File: config.mk
export PLATFORM = sky130hd
export DESIGN_NAME = psram_seq
export DESIGN_NICKNAME = d
export VERILOG_FILES = /design/src/rtl/psram_seq_pkg.sv /design/src/rtl/psram_timer.sv /design/src/rtl/psram_dpath.sv /design/src/rtl/psram_seq.sv
export SDC_FILE = /design/constraint.sdc
export NUM_CORES = 1
export LEC_CHECK = 0
export ABC_CLOCK_PERIOD_IN_PS = 1900
export BUFFER_PORTS_ARGS = -buffer_cell sky130_fd_sc_hd__buf_2
export CAP_MARGIN = 25
export CORE_MARGIN = 2
export CORE_UTILIZATION = 47
export CTS_BUF_LIST = sky130_fd_sc_hd__clkbuf_8
export CTS_CLUSTER_SIZE = 24
export DETAILED_ROUTE_END_ITERATION = 6
export PLACE_DENSITY = 0.86
export SLEW_MARGIN = 5
export SYNTH_ARGS = -nofsm -noshare
export SYNTH_HDL_FRONTEND = slang
export SYNTH_SLANG_ARGS = --single-unit
File: constraint.sdc
create_clock -name clk -period 1.9 [get_ports clk]
set_clock_uncertainty 0.05 [all_clocks]
set_input_delay 0.095 -clock clk [delete_from_list [all_inputs] [get_ports clk]]
set_output_delay 0.095 -clock clk [all_outputs]
set_load 0.005 [all_outputs]
File: src/rtl/psram_seq_pkg.sv
`timescale 1ns/1ps
package psram_seq_pkg;

    typedef enum logic [2:0] {
        ST_PWRUP,
        ST_IDLE,
        ST_SETUP,
        ST_ACTIVE,
        ST_TAIL,
        ST_PRECHG
    } seq_state_t;

    // Round a nanosecond figure up to whole clocks.
    function automatic int cdiv(input int n, input int d);
        return (n + d - 1) / d;
    endfunction

    function automatic int imax(input int a, input int b);
        return (a > b) ? a : b;
    endfunction

endpackage

File: src/rtl/psram_timer.sv
`timescale 1ns/1ps
module psram_timer #(
    parameter int CW      = 14,
    parameter int RST_VAL = 0
) (
    input  logic          clk,
    input  logic          rst_n,
    input  logic          load,
    input  logic [CW-1:0] load_val,
    output logic          done
);
    logic [CW-1:0] cnt;

    always_ff @(posedge clk) begin
        if (!rst_n)
            cnt <= CW'(RST_VAL);
        else if (load)
            cnt <= load_val;
        else if (cnt != '0)
            cnt <= cnt - CW'(1);
    end

    assign done = (cnt == '0);
endmodule

File: src/rtl/psram_dpath.sv
`timescale 1ns/1ps
module psram_dpath #(
    parameter int AW = 19,
    parameter int DW = 8
) (
    input  logic          clk,
    input  logic          rst_n,
    input  logic          load,
    input  logic          load_write,
    input  logic [AW-1:0] load_addr,
    input  logic [DW-1:0] load_data,
    input  logic          capture,
    input  logic [DW-1:0] dq_in,
    output logic [AW-1:0] addr_q,
    output logic [DW-1:0] data_q,
    output logic          write_q,
    output logic          rsp_valid,
    output logic [DW-1:0] rsp_data
);
    always_ff @(posedge clk) begin
        if (!rst_n) begin
            addr_q  <= '0;
            data_q  <= '0;
            write_q <= 1'b0;
        end else if (load) begin
            addr_q  <= load_addr;
            data_q  <= load_data;
            write_q <= load_write;
        end
    end

    always_ff @(posedge clk) begin
        if (!rst_n) begin
            rsp_valid <= 1'b0;
            rsp_data  <= '0;
        end else begin
            rsp_valid <= capture;
            if (capture)
                rsp_data <= dq_in;
        end
    end
endmodule

File: src/rtl/psram_seq.sv
`timescale 1ns/1ps
module psram_seq
    import psram_seq_pkg::*;
#(
    parameter int ADDR_W     = 19,
    parameter int DATA_W     = 8,
    parameter int CLK_NS     = 10,
    parameter int T_CEA_NS   = 70,
    parameter int T_OEA_NS   = 25,
    parameter int T_CEMIN_NS = 70,
    parameter int T_DW_NS    = 20,
    parameter int T_PRE_NS   = 35,
    parameter int T_RC_NS    = 115,
    parameter int T_PWR_NS   = 100000,
    parameter int N_DUMMY    = 8
) (
    input  logic              clk,
    input  logic              rst_n,
    input  logic              req_valid,
    output logic              req_ready,
    input  logic              req_write,
    input  logic [ADDR_W-1:0] req_addr,
    input  logic [DATA_W-1:0] req_wdata,
    output logic              rsp_valid,
    output logic [DATA_W-1:0] rsp_rdata,
    output logic              busy,
    input  logic              refresh_grant,
    output logic [ADDR_W-1:0] mem_addr,
    output logic              mem_ce_n,
    output logic              mem_we_n,
    output logic              mem_oe_n,
    output logic [DATA_W-1:0] mem_dq_out,
    output logic              mem_dq_oe,
    input  logic [DATA_W-1:0] mem_dq_in
);
    // Clocks of chip enable low before the tail clock.
    localparam int N_CE  = imax(imax(cdiv(T_CEA_NS, CLK_NS), cdiv(T_OEA_NS, CLK_NS)),
                                imax(cdiv(T_DW_NS, CLK_NS), cdiv(T_CEMIN_NS, CLK_NS) - 1));
    // Precharge clocks; the shortest high gap is N_PRE plus the setup clock.
    localparam int N_PRE = imax(1, imax(cdiv(T_PRE_NS, CLK_NS) - 1,
                                        cdiv(T_RC_NS, CLK_NS) - N_CE - 2));
    localparam int N_PWR = imax(1, cdiv(T_PWR_NS, CLK_NS));
    localparam int TW    = $clog2(imax(N_PWR, imax(N_CE, N_PRE)) + 1);
    localparam int DCW   = $clog2(N_DUMMY + 1);

    seq_state_t state, nxt;

    logic           tmr_load, tmr_done;
    logic [TW-1:0]  tmr_val;
    logic           accept, capture, dummy_dec;
    logic [DCW-1:0] dummy_left;
    logic           init_phase;
    logic           write_q;
    logic [ADDR_W-1:0] addr_q;
    logic [DATA_W-1:0] data_q;

    assign init_phase = (dummy_left != '0);

    psram_timer #(.CW(TW), .RST_VAL(N_PWR - 1)) u_timer (
        .clk      (clk),
        .rst_n    (rst_n),
        .load     (tmr_load),
        .load_val (tmr_val),
        .done     (tmr_done)
    );

    psram_dpath #(.AW(ADDR_W), .DW(DATA_W)) u_dpath (
        .clk        (clk),
        .rst_n      (rst_n),
        .load       (accept),
        .load_write (req_write),
        .load_addr  (req_addr),
        .load_data  (req_wdata),
        .capture    (capture),
        .dq_in      (mem_dq_in),
        .addr_q     (addr_q),
        .data_q     (data_q),
        .write_q    (write_q),
        .rsp_valid  (rsp_valid),
        .rsp_data   (rsp_rdata)
    );

    // Next state, timer loads and datapath strobes.
    always_comb begin
        nxt       = state;
        tmr_load  = 1'b0;
        tmr_val   = '0;
        accept    = 1'b0;
        capture   = 1'b0;
        dummy_dec = 1'b0;
        unique case (state)
            ST_PWRUP: begin
                if (tmr_done)
                    nxt = ST_SETUP;
            end
            ST_IDLE: begin
                if (req_valid && !refresh_grant) begin
                    accept = 1'b1;
                    nxt    = ST_SETUP;
                end
            end
            ST_SETUP: begin
                tmr_load = 1'b1;
                tmr_val  = TW'(N_CE - 1);
                nxt      = ST_ACTIVE;
            end
            ST_ACTIVE: begin
                if (tmr_done) begin
                    capture = !write_q && !init_phase;
                    nxt     = ST_TAIL;
                end
            end
            ST_TAIL: begin
                tmr_load = 1'b1;
                tmr_val  = TW'(N_PRE - 1);
                nxt      = ST_PRECHG;
            end
            ST_PRECHG: begin
                if (tmr_done) begin
                    dummy_dec = init_phase;
                    nxt       = (dummy_left > DCW'(1)) ? ST_SETUP : ST_IDLE;
                end
            end
            default: nxt = ST_IDLE;
        endcase
    end

    // State register and dummy-cycle count.
    always_ff @(posedge clk) begin
        if (!rst_n) begin
            state      <= ST_PWRUP;
            dummy_left <= DCW'(N_DUMMY);
        end else begin
            state <= nxt;
            if (dummy_dec)
                dummy_left <= dummy_left - DCW'(1);
        end
    end

    // Moore outputs decoded from the state register.
    always_comb begin
        mem_ce_n   = 1'b1;
        mem_we_n   = 1'b1;
        mem_oe_n   = 1'b1;
        mem_dq_oe  = 1'b0;
        busy       = 1'b1;
        req_ready  = 1'b0;
        unique case (state)
            ST_IDLE: begin
                busy      = 1'b0;
                req_ready = !refresh_grant;
            end
            ST_ACTIVE: begin
                mem_ce_n  = 1'b0;
                mem_we_n  = !write_q;
                mem_oe_n  = write_q || init_phase;
                mem_dq_oe = write_q;
            end
            ST_TAIL: begin
                mem_ce_n  = 1'b0;
                mem_dq_oe = write_q;
            end
            ST_PWRUP, ST_SETUP, ST_PRECHG: begin
            end
            default: begin
            end
        endcase
    end

    assign mem_addr   = addr_q;
    assign mem_dq_out = data_q;
endmodule

---- Yosys cells after proc, flatten, opt, wreduce, memory -nomap -nowiden ----
Cells that the tools add are included.
word-level totals
  flip-flop bits (word level) ............. 58
  input bits .............................. 40
  output and inout port bits .............. 42
cells by class
  add/sub/neg operators ................... 2
  magnitude comparators ................... 1
  equality and inequality tests ........... 9
  multiplexer cells ....................... 22
  reduce and logical (&&, ||, !) cells .... 14
operators by type and width
  operator               count
  $mux 14                2
  $pmux 3 s6             1
  $logic_not 14->1       1
  $reduce_bool 14->1     1
  $sub 14x1->14 const B  1
  $mux 1                 13
  $mux 3                 4
  $ne 2x2->1 const B     4
  $eq 3x2->1 const B     2
  $eq 3x3->1 const B     2
  $pmux 3 s2             1
  $gt 4x1->1 const B     1
  $reduce_and 4->1       1
  $reduce_bool 4->1      1
  $reduce_or 2->1        2
  $sub 4x1->4 const B    1
  $eq 3x1->1 const B     1
  $logic_not 1->1        3
  $logic_not 3->1        1
  $logic_and 1x1->1      2
  $mux 2                 1
  $reduce_bool 2->1      1
  $logic_or 1x1->1       1

---- Logic depth before layout (Yosys ltp) ----
Gate-level depths: netlist of run 1.
  depth in word-level cells ............... 5
  gate-level depth with buffers ........... 8
  depth with buffers taken out ............ 7

---- By module ----
From an unflattened synthesis of run 1, not the netlist that was laid out.
second synthesis, totals
  cells, all modules ...................... 275
  area total of the unflattened synthesis .. 2753.9 sq um
by module, submodules not included
  module       instances  cells each  area an instance (sq um)
  psram_dpath  1          117         1402.6
  psram_timer  1          95          837.1
  psram_seq    1          63          514.2

---- Worst setup path after synthesis of run 1 ----
Ideal clock, no wire load.
  path type ............................... register to register
  from .................................... register dummy_left[0]
  to ...................................... register u_dpath.rsp_data[0]
  data arrival time ....................... 1878 ps
  required time ........................... 1722 ps
  slack ................................... -155 ps
  stages on the path, launching flop included .. 8
  clock period less this slack ............ 2055 ps
  path through ............................ dfxtp_1 inv_1 ha_1 or3b_2 or3_1 nor2_4 mux2i_1 nor2_1
between the ends
  cells in the longest elaborated chain, start to end .. 5
ends and longest elaborated chain
  element                   RTL line           source
  start: declaration        psram_seq.sv:51    logic [DCW-1:0] dummy_left;
  start signal: assignment  psram_seq.sv:132   dummy_left <= DCW'(N_DUMMY);
  start signal: assignment  psram_seq.sv:136   dummy_left <= dummy_left - DCW'(1);
  $reduce_bool 4->1         psram_seq.sv:57    assign init_phase = (dummy_left != '0);
  $logic_not 1->1           psram_seq.sv:109   capture = !write_q && !init_phase;
  $logic_and 1x1->1         psram_seq.sv:109
  $mux 1                    psram_seq.sv:108   if (tmr_done) begin
  $mux 1                    psram_seq.sv:91    unique case (state)
  end signal: assignment    psram_dpath.sv:39  rsp_data <= dq_in;
  end: declaration          psram_dpath.sv:18  output logic [DW-1:0] rsp_data
No other way between the ends.
A chain may end at the register's enable or synchronous reset.

---- Final worst setup path of run 1 ----
  from .................................... register dummy_left[1]
  to ...................................... register u_dpath.rsp_data[0]
The elaborated chain is that of the path after synthesis.

==> metrics.txt, run 1 <==
fin crit share 107.2%; critical path required time 2.06 ns; Max-Cap Viols 0; Yosys reg bits 58; Peak VDD IR 0.0006317 V; Critical Path Fanout Max 8; Total GRT Usage 28.89%; DPL Wire Length 4290 µm; vias per cell 5.299; ys async rst share 0%; DIE HEIGHT 75.57 µm; Slew HR 64.41%; final setup TNS -1.213 ns; Netlist Area Pre-Place 2407 µm²; Area after DPL 3112 µm²; FF/Latch Area 1167 µm²; fin area 3815 µm²; Clock power frac 31.6%; clk_lat worst skew 0.34 ns; dpl ws -0.1413 ns; logic gate share of total power 26.1%; CTS buffer count 9; leakage 1.593 nW; dpl cells 452; Highest Clock Rate 0.4908 GHz; Routed WL 7930 µm; post-synth top area share 48.23%; Layout Cells excl Fill 512; row count 26; Worst R2R Setup Slack -0.14 ns; nature of the critical path startpoint flip-flop; Routability Congestion 0.7984; Worst Path Arrival 2.20 ns; vias in the first global route 2,725; share of layout cells above drive strength 1 37.10%; Final nets 481; fillers 308; Slew Limit Fails 0; Worst Hold Slack 0.3024 ns; Reg2Reg Depth 8; Core Box Area 5010 µm²; cell with the most instances after synthesis nand2_1; Multi-input gate area 1272 µm²; EDFF count, synth 0; Seq/Total Area, Yosys 48.23%; Cells after Synth 286; number of iterations in the first detailed-routing pass 5; synth unique cells 44; Hold Crit Depth 5; Worst Tran Pin Value 0.5306 ns; nature of the critical path endpoint flip-flop; pin count of the biggest net entering global routing 27; TritonCTS clock tree yes; DR WL/cell 15.49 µm; # H-tree levels 3; Starting Density 48.05%; Int Power 2.335 mW; P per Cell Area 890.5 nW/µm²; 1st-iter DRT viols 158; Synth Flop Type dfxtp_1; top post-synthesis cells by area dfxtp_1 48%, nand2_1 10%, a21oi_1 7.9%; clk sinks 58; endpoints failing hold 0; area delta synth->final 58.47%; WS Path Type flip-flop to flip-flop; Via Count 2,713; root buffer cell clkbuf_8; die area 5710 µm²; drt drc 0; Top Ports 82; unrepaired setup endpoints after global routing true; Post-synth top cells 65 x nand2_1, 58 x dfxtp_1, 38 x a21oi_1, 21 x nor2_1, 12 x clkbuf_1; Synth Warn # 0; Clock Pin Slew Worst Setup and Hold Paths 0.07 ns; switching part of the total 31.26%; Tmin final 2.037 ns; Final Core Density 76.15%; grt ovf 0; overall power 3.397 mW; Syn Nets 330; Antenna Cells 0; Sw Pwr 1.062 mW; largest area contributor in the netlist dfxtp_1; Buffers on Ports 81; Routed Antenna Nets 0; Longest Clk Path Bufs 2; die span in x 75.57 µm; Syn Area/Cell 8.417 µm²; Hold Path Class primary input to flip-flop; first-pass GRT wire length 12,280 µm; violated checks negative setup slack; status finished with violations; Setup Viol. Count Final 13; Sequential Power Share 42.4%; final worst setup slack -0.1373 ns; initial antenna violation count 0
final timing paths:
kind                                   from                               end
max              dummy_left[1]$_SDFFE_PN0P_  u_dpath.rsp_data[0]$_SDFFE_PN0P_
min                           refresh_grant    u_dpath.addr_q[2]$_SDFFE_PN0P_
max reg2reg      dummy_left[1]$_SDFFE_PN0P_  u_dpath.rsp_data[0]$_SDFFE_PN0P_
min reg2reg  u_dpath.addr_q[2]$_SDFFE_PN0P_    u_dpath.addr_q[2]$_SDFFE_PN0P_
layout make-up:
cell class	instances	area share [%]
Multi-Input combinational cell	207	33.36
Sequential cell	58	30.60
Timing Repair Buffer	154	28.07
Clock buffer	12	4.329
Tap cell	70	2.296
Inverter	7	0.6888
Clock inverter	4	0.6560
metal layers:
| metal | GRT usage, % | routed length [µm] | vias up |
|---|---|---|---|
| met4 | 16.57 | 331 | 0 |
| met3 | 7.011 | 422 | 33 |
| li1 | - | - | 1283 |
| met5 | 0 | 0 | - |
| met2 | 51.50 | 4234 | 115 |
| met1 | 31.02 | 2941 | 1282 |
power groups by stage:
stage	Clock (mW)	Sequential, mW	Combinational, mW
final	1.07	1.44	0.886
after global routing	1.14	1.45	0.974
after CTS	1.07	1.43	0.813
after detailed placement	0	1.45	0.728
after global placement	0	1.44	0.711
after floorplan	0	1.44	0.426
state kept, by name, indices dropped and copies added, names as in the netlist:
name               flops
dummy_left             4
state                  3
u_dpath.addr_q        19
u_dpath.data_q         8
u_dpath.rsp_data       8
u_dpath.rsp_valid      1
u_dpath.write_q        1
u_timer.cnt           14
kinds of logic (layout without fill, tap and decap cells):
logic type,Yosys count,count (layout),synth area share (%)
AOI/OAI and AO/OA,61,61,14.61
DFF,58,58,48.23
and+or+nand+nor,122,122,24.01
buffers and inverters,21,177,3.326
adders and majority gates,4,4,2.079
muxes,9,9,3.742
xor gates and xnor gates,11,11,4.002
worst max-delay path, stage by stage (launching register included):
cell and delay (ns):
dfxtp_2 0.33, inv_2 0.07, ha_4 0.12, or3b_4 0.37
or3_4 0.40, nor2_4 0.11, buf_12 0.15, mux2i_2 0.24
nor2_1 0.06
cell usage in the layout (no fill, tap or decap), types with 5 or more instances in the layout:
| master | instances |
|---|---|
| buf_2 | 81 |
| nand2_1 | 65 |
| dfxtp_1 | 53 |
| a21oi_1 | 37 |
| dlygate4sd3_1 | 37 |
| buf_4 | 34 |
| nor2_1 | 21 |
| clkbuf_8 | 12 |
| xor2_1 | 7 |
| o21ai_0 | 7 |
| nor3_1 | 6 |
| mux2i_1 | 5 |
| dfxtp_2 | 5 |
timing repair:
action                                 4_1_cts  5_1_grt
hold buffers                                37        0
gates resized for setup                     12       10
endpoints found under the hold margin       43        0
setup endpoints to repair                   17       27
buffers inserted                             4        3
pin swaps                                    6        4
(Power assumes the default switching activity.)
==> inputs of run 2 (changes only) <==
--- a/config.mk
+++ b/config.mk
@@ -5,6 +5,7 @@
 export SDC_FILE = /design/constraint.sdc
 export NUM_CORES = 1
 export LEC_CHECK = 0
+export ABC_AREA = 1
 export ABC_CLOCK_PERIOD_IN_PS = 1900
 export BUFFER_PORTS_ARGS = -buffer_cell sky130_fd_sc_hd__buf_2
 export CAP_MARGIN = 25
==> metrics.txt, run 2 <==
status finished clean; Tmin final 1.766 ns (-0.2717 ns); Setup Viol. Count Final 0 (-13); # H-tree levels 3 (unchanged); clk sinks 58 (unchanged); Peak VDD IR 0.0005794 V (-8.3%); initial antenna violation count 0 (unchanged); post-synth top area share 45.05% (-3.2 points); Cells after Synth 370 (+29%); Routability Congestion 0.9433 (+18%); fillers 372 (+21%); DIE HEIGHT 78.06 µm (+3.3%); cell with the most instances after synthesis nor2_1; vias per cell 5.275 (-0.46%); Syn Nets 414 (+25%); Hold Path Class primary input to flip-flop; leakage 1.731 nW (+8.7%); Sw Pwr 1.144 mW (+7.7%); logic gate share of total power 24.6% (-1.5 points); Clock Pin Slew Worst Setup and Hold Paths 0.06 ns (about the same); mux cell area share after synthesis 0% (-3.7 points); fin crit share 92.93% (-14 points); Critical Path Fanout Max 6 (-2); Final Core Density 67.88% (-8.3 points); most frequent cells in the layout 99 x nor2_1, 81 x buf_2, 67 x nand2_1, 58 x dfxtp_1, 35 x inv_1; Max-Cap Viols 0 (unchanged); Via Count 2,959 (+9.1%); clk_lat worst skew 0.34 ns (about the same); Synth Area in Simple Gates 33.30% (+9.3 points); P per Cell Area 980.2 nW/µm² (+10%); Syn Area/Cell 6.966 µm² (-17%); Routed WL 8512 µm (+7.3%); Yosys reg bits 58 (unchanged); root buffer cell clkbuf_8; share of layout cells above drive strength 1 24.64% (-12 points); main combinational cell family by area after synthesis simple AND/OR/NAND/NOR gates; Seq/Total Area, Yosys 45.05% (-3.2 points); grt ovf 0 (unchanged); Synth Warn # 0 (unchanged); nature of the critical path startpoint flip-flop; first-pass GRT wire length 13,540 µm (+10%); DR WL/cell 15.17 µm (-2.0%); CP max stage cell dfxtp_1; die span in x 78.06 µm (+3.3%); nature of the critical path endpoint output port; Top Ports 82 (unchanged); Sequential Power Share 42.8% (+0.4 points); Netlist Area Pre-Place 2577 µm² (+7.1%); number of iterations in the first detailed-routing pass 7 (+2); final setup TNS 0 ns (+1.213 ns); Longest Clk Path Bufs 2 (unchanged); Highest Clock Rate 0.5664 GHz (+15%); CP peak stage delay 0.43 ns (+0.03 ns); unrepaired setup endpoints after global routing false; pin count of the biggest net entering global routing 30 (+11%); Regs by FF count u_dpath.addr_q x19, u_timer.cnt x14; max FFs per register 19 (unchanged); Antenna Cells 0 (unchanged); Routed Antenna Nets 0 (unchanged); Post-synth top cells 99 x nor2_1, 67 x nand2_1, 58 x dfxtp_1, 35 x inv_1, 29 x o21ai_0; Buffers on Ports 81 (unchanged); top post-synthesis cells by area dfxtp_1 45%, nor2_1 14%, nand2_1 9.8%; endpoints failing hold 0 (unchanged); Slew HR 67.95% (+3.5 points); largest area contributor in the netlist dfxtp_1; final worst setup slack 0.1344 ns (+0.2717 ns); switching part of the total 33.04% (+1.8 points); Worst Path Arrival 1.62 ns (-0.58 ns); 1st-iter DRT viols 264 (+67%); Int Power 2.319 mW (-0.68%); CTS buffer count 9 (unchanged); Synth Area in XOR/XNOR 1.359% (-2.6 points); CP Cell Sequence inv_1 -> nand3_1 -> inv_1 -> nor2_1 -> nor2_1 -> buf_2; EDFF count, synth 0 (unchanged); die area 6093 µm² (+6.7%); largest register by flop count u_dpath.addr_q; Worst Tran Pin Value 0.4756 ns (-0.05498 ns); Core Box Area 5205 µm² (+3.9%); adder-cell share of the synthesized area 1.942% (-0.14 points); vias in the first global route 2,930 (+7.5%); Multi-input gate area 1199 µm² (-5.8%); dpl ws 0.1603 ns (+0.3016 ns); DPL Wire Length 4209 µm (-1.9%); drt drc 0 (unchanged); synth unique cells 26 (-41%); Clock power frac 32.6% (+1.0 points); ys async rst share 0% (unchanged); Slew Limit Fails 0 (unchanged); Starting Density 49.52% (+1.5 points); most common cell after layout, fill and taps aside nor2_1; row count 26 (unchanged); TritonCTS clock tree yes; FF/Latch Area 1161 µm² (-0.54%); Synth Flop Type dfxtp_1; Synth Area in Compound Gates 9.709% (-4.9 points); WS Path Type flip-flop to output port; area delta synth->final 37.09%; Final nets 531 (+10%); critical path required time 1.75 ns (-0.31 ns); Total GRT Usage 28.49% (-0.40 points)
==> run 2: changes by cell type after synthesis, sizes merged, moves of 6 or more <==
cell / change
nor2: +84
inv: +32
clkbuf: -6
o21ai: +26
nand3: +15
mux2i: -9
a21oi: -27
==> run 2: cell families (layout without fill, tap and decap cells) <==
| kind of cell | Yosys count | count (layout) |
|---|---|---|
| AO/OA/AOI/OAI | 49 | 49 |
| XOR/XNOR | 4 | 4 |
| adder cells (fa/ha/maj) | 4 | 4 |
| AND/OR/NAND/NOR | 205 | 205 |
| buffers and inverters | 50 | 171 |
| flip-flops | 58 | 58 |
==> run 2: timing repair <==
item,4_1_cts,5_1_grt
setup buffers,0,5
gates resized for setup,0,1
endpoints found under the hold margin,27,0
endpoints found under the setup margin,0,10
hold buffers,27,0
==> run 2: stage by stage <==
stage | instances | area [µm²] | hold WS [ns] | power [mW]
after floorplan | 370 | 2577 | 0.1625 | 1.995
after CTS | 556 | 3491 | 0.001580 | 3.374
after global routing | 561 | 3533 | 0.02341 | 3.618
after global placement | 514 | 3028 | 0.2787 | 2.194
after detailed placement | 514 | 3028 | 0.2856 | 2.223
final | 561 | 3533 | 0.005467 | 3.463
==> run 2: final timing paths <==
path	depth (start not counted)	to	startpoint	slack (ns)
max	6	mem_dq_oe	state[2]$_SDFFE_PN0P_	0.13
min reg2reg	2	u_timer.cnt[1]$_SDFFE_PN1P_	u_timer.cnt[1]$_SDFFE_PN1P_	0.43
max reg2reg	10	u_dpath.rsp_data[7]$_SDFFE_PN0P_	u_timer.cnt[0]$_SDFFE_PN1P_	0.16
min	5	u_dpath.rsp_data[5]$_SDFFE_PN0P_	mem_dq_in[5]	0.005
==> run 2: power by group through the flow <==
stage | clock network (mW) | logic, mW | registers [mW]
after floorplan | 0 | 0.508 | 1.49
after global placement | 0 | 0.703 | 1.49
after detailed placement | 0 | 0.727 | 1.50
after CTS | 1.13 | 0.778 | 1.47
after global routing | 1.18 | 0.940 | 1.50
final | 1.13 | 0.851 | 1.48
==> run 2: per-layer routing <==
layer,track usage (%),vias up,part of all wire (%)
met2,50.34,174,49
met5,0,-,0
met4,14.74,0,4.2
met1,30.69,1353,38
li1,-,1389,-
met3,8.506,43,9.2
==> run 2: final cells by class <==
class | count | share of cell area [%]
well taps | 70 | 2.479
multi-input cells | 262 | 33.92
inverters | 38 | 4.037
flip-flops and latches | 58 | 32.86
clock inverters | 5 | 1.558
repair buffers | 118 | 21.25
clock buffers | 10 | 3.895
==> run 2: worst max-delay path: cells and delay by family, from the launching register on <==
| family | cells | cell delay, ns |
|---|---|---|
| simple gates | 3 | 0.53 |
| flops | 1 | 0.43 |
| buf+inv | 3 | 0.33 |
==> inputs of run 3 (changes only) <==
--- a/config.mk
+++ b/config.mk
@@ -12,9 +12,11 @@
 export CORE_MARGIN = 2
 export CORE_UTILIZATION = 47
 export CTS_BUF_LIST = sky130_fd_sc_hd__clkbuf_8
+export CTS_CLUSTER_DIAMETER = 50
 export CTS_CLUSTER_SIZE = 24
 export DETAILED_ROUTE_END_ITERATION = 6
-export PLACE_DENSITY = 0.86
+export GPL_ROUTABILITY_DRIVEN = 0
+export PLACE_DENSITY_LB_ADDON = 0.25
 export SLEW_MARGIN = 5
 export SYNTH_ARGS = -nofsm -noshare
 export SYNTH_HDL_FRONTEND = slang
==> metrics.txt, run 3 (synthesis results as in run 2) <==
status finished clean; area delta synth->final 38.83%; critical path required time 2.07 ns (+0.32 ns); Final Core Density 68.75% (+0.87 points); die area 6093 µm² (unchanged); Multi-input gate area 1196 µm² (-0.21%); largest register by flop count u_dpath.addr_q; row count 26 (unchanged); Buffers on Ports 81 (unchanged); fin area 3578 µm² (+1.3%); dpl ws 0.1662 ns (+0.005955 ns); DR WL/cell 11.38 µm (-25%); Core Box Area 5205 µm² (unchanged); WS Path Type flip-flop to flip-flop; TritonCTS clock tree yes; drt drc 0 (unchanged); Peak VDD IR 0.0005134 V (-11%); max FFs per register 19 (unchanged); Total GRT Usage 22.85% (-5.6 points); number of iterations in the first detailed-routing pass 4 (-3); Worst Path Arrival 1.89 ns (+0.27 ns); Worst Tran Pin Value 0.4642 ns (-0.01143 ns); leakage 1.729 nW (-0.15%); endpoints failing hold 0 (unchanged); Routed WL 6362 µm (-25%); RR Startpoint u_timer.cnt[0]$_SDFFE_PN1P_; final setup TNS 0 ns (unchanged); Regs by FF count u_dpath.addr_q x19, u_timer.cnt x14; Layout Cells excl Fill 559 (-0.36%); fillers 458 (+23%); DIE HEIGHT 78.06 µm (unchanged); Top Ports 82 (unchanged); Tmin final 1.720 ns (-0.04604 ns); Highest Clock Rate 0.5815 GHz (+2.7%); crit path from u_timer.cnt[0]$_SDFFE_PN1P_; Setup Viol. Count Final 0 (unchanged); Critical Path Fanout Max 10 (+4); Max-Cap Viols 0 (unchanged); pin count of the biggest net entering global routing 30 (unchanged); vias in the first global route 2,585 (-12%); initial antenna violation count 0 (unchanged); nature of the critical path endpoint flip-flop; 1st-iter DRT viols 164 (-38%); Reg2Reg Depth 9 (-1); final worst setup slack 0.1804 ns (+0.04605 ns); die span in x 78.06 µm (unchanged); FF/Latch Area 1161 µm² (unchanged); Worst R2R Setup Slack 0.18 ns (+0.02 ns); Starting Density 49.52% (unchanged); Final nets 530 (-0.19%); CP Capture Point u_timer.cnt[6]$_SDFFE_PN0P_; Slew Limit Fails 0 (unchanged); Via Count 2,661 (-10%); Area after DPL 3020 µm² (-0.25%); Longest Clk Path Bufs 2 (unchanged); share of layout cells above drive strength 1 23.72% (-0.92 points); Routed Antenna Nets 0 (unchanged); Antenna Cells 0 (unchanged); CTS buffer count 9 (unchanged); P per Cell Area 989.9 nW/µm² (+0.99%); Hold Path Class primary input to flip-flop; clk sinks 58 (unchanged); first-pass GRT wire length 11,080 µm (-18%); unrepaired setup endpoints after global routing false; overall power 3.542 mW (+2.3%); # H-tree levels 3 (unchanged); most frequent cells in the layout 98 x nor2_1, 81 x buf_2, 67 x nand2_1, 58 x dfxtp_1, 35 x inv_1; Slew HR 68.72% (+0.77 points); clk_lat worst skew 0.33 ns (about the same); most common cell after layout, fill and taps aside nor2_1; Clock Pin Slew Worst Setup and Hold Paths 0.06 ns (about the same); Worst Hold Slack 0.01423 ns (+0.008763 ns); root buffer cell clkbuf_8; dpl cells 513 (-0.19%); RR Endpoint u_timer.cnt[6]$_SDFFE_PN0P_; vias per cell 4.760 (-9.7%); grt ovf 0 (unchanged); DPL Wire Length 4095 µm (-2.7%); fin crit share 90.50% (-2.4 points); nature of the critical path startpoint flip-flop
run 3: cell types whose count changed in the layout (fill, tap and decap cells not counted), moves of 2 or more:
cell,before,now
clkinv_2,2,0
dlygate4sd3_1,27,31
clkinvlp_4,2,0
clkbuf_8,10,12
buf_4,10,4
run 3: area by class of cell:
type,count,share of cell area (%)
sequential,58,32.45
clock buffer,12,4.615
inverter,38,3.986
multi-input combinational,262,33.43
timing repair buffer,117,21.40
tap,70,2.448
clock inverter,2,1.678
run 3: timing repair:
action                                  in CTS  in global routing
gates resized for setup                      0                  1
endpoints found under the hold margin       31                  0
buffers inserted                             0                  1
endpoints found under the setup margin       0                  9
hold buffers                                31                  0
run 3: how the worst min path moves through the flow:
| stage | startpoint | to | slack, ns | depth (start not counted) |
|---|---|---|---|---|
| floorplan | refresh_grant | req_ready | 0.16 | 1 |
| global placement | req_addr[8] | u_dpath.addr_q[8]$_SDFFE_PN0P_ | 0.28 | 3 |
| detailed placement | req_addr[8] | u_dpath.addr_q[8]$_SDFFE_PN0P_ | 0.29 | 3 |
| CTS | mem_dq_in[6] | u_dpath.rsp_data[6]$_SDFFE_PN0P_ | 0.004 | 5 |
| global route | mem_dq_in[6] | u_dpath.rsp_data[6]$_SDFFE_PN0P_ | 0.02 | 5 |
| finish | req_write | u_dpath.write_q$_SDFFE_PN0P_ | 0.01 | 3 |
run 3: where the power goes:
part	internal [mW]	switching (mW)
Sequential	1.36	0.116
Clock	0.832	0.460
Combinational	0.336	0.440
Total	2.53	1.02
run 3: layer usage:
layer	up-vias	track usage, %	part of all wire, %
met3	13	8.966	5.8
li1	1385	-	-
met1	1195	24.24	41
met5	-	0	0
met2	68	40.17	51
met4	0	9.825	2.0
run 3: worst max-delay path, cell delays in order (launching register included):
cell and delay (ns):
dfxtp_1 0.32, inv_1 0.10, ha_1 0.21, nand2_2 0.09, nor2_2 0.17, nand2_2 0.19
buf_4 0.21, nand2_1 0.07, xor2_1 0.16, nor2_1 0.05
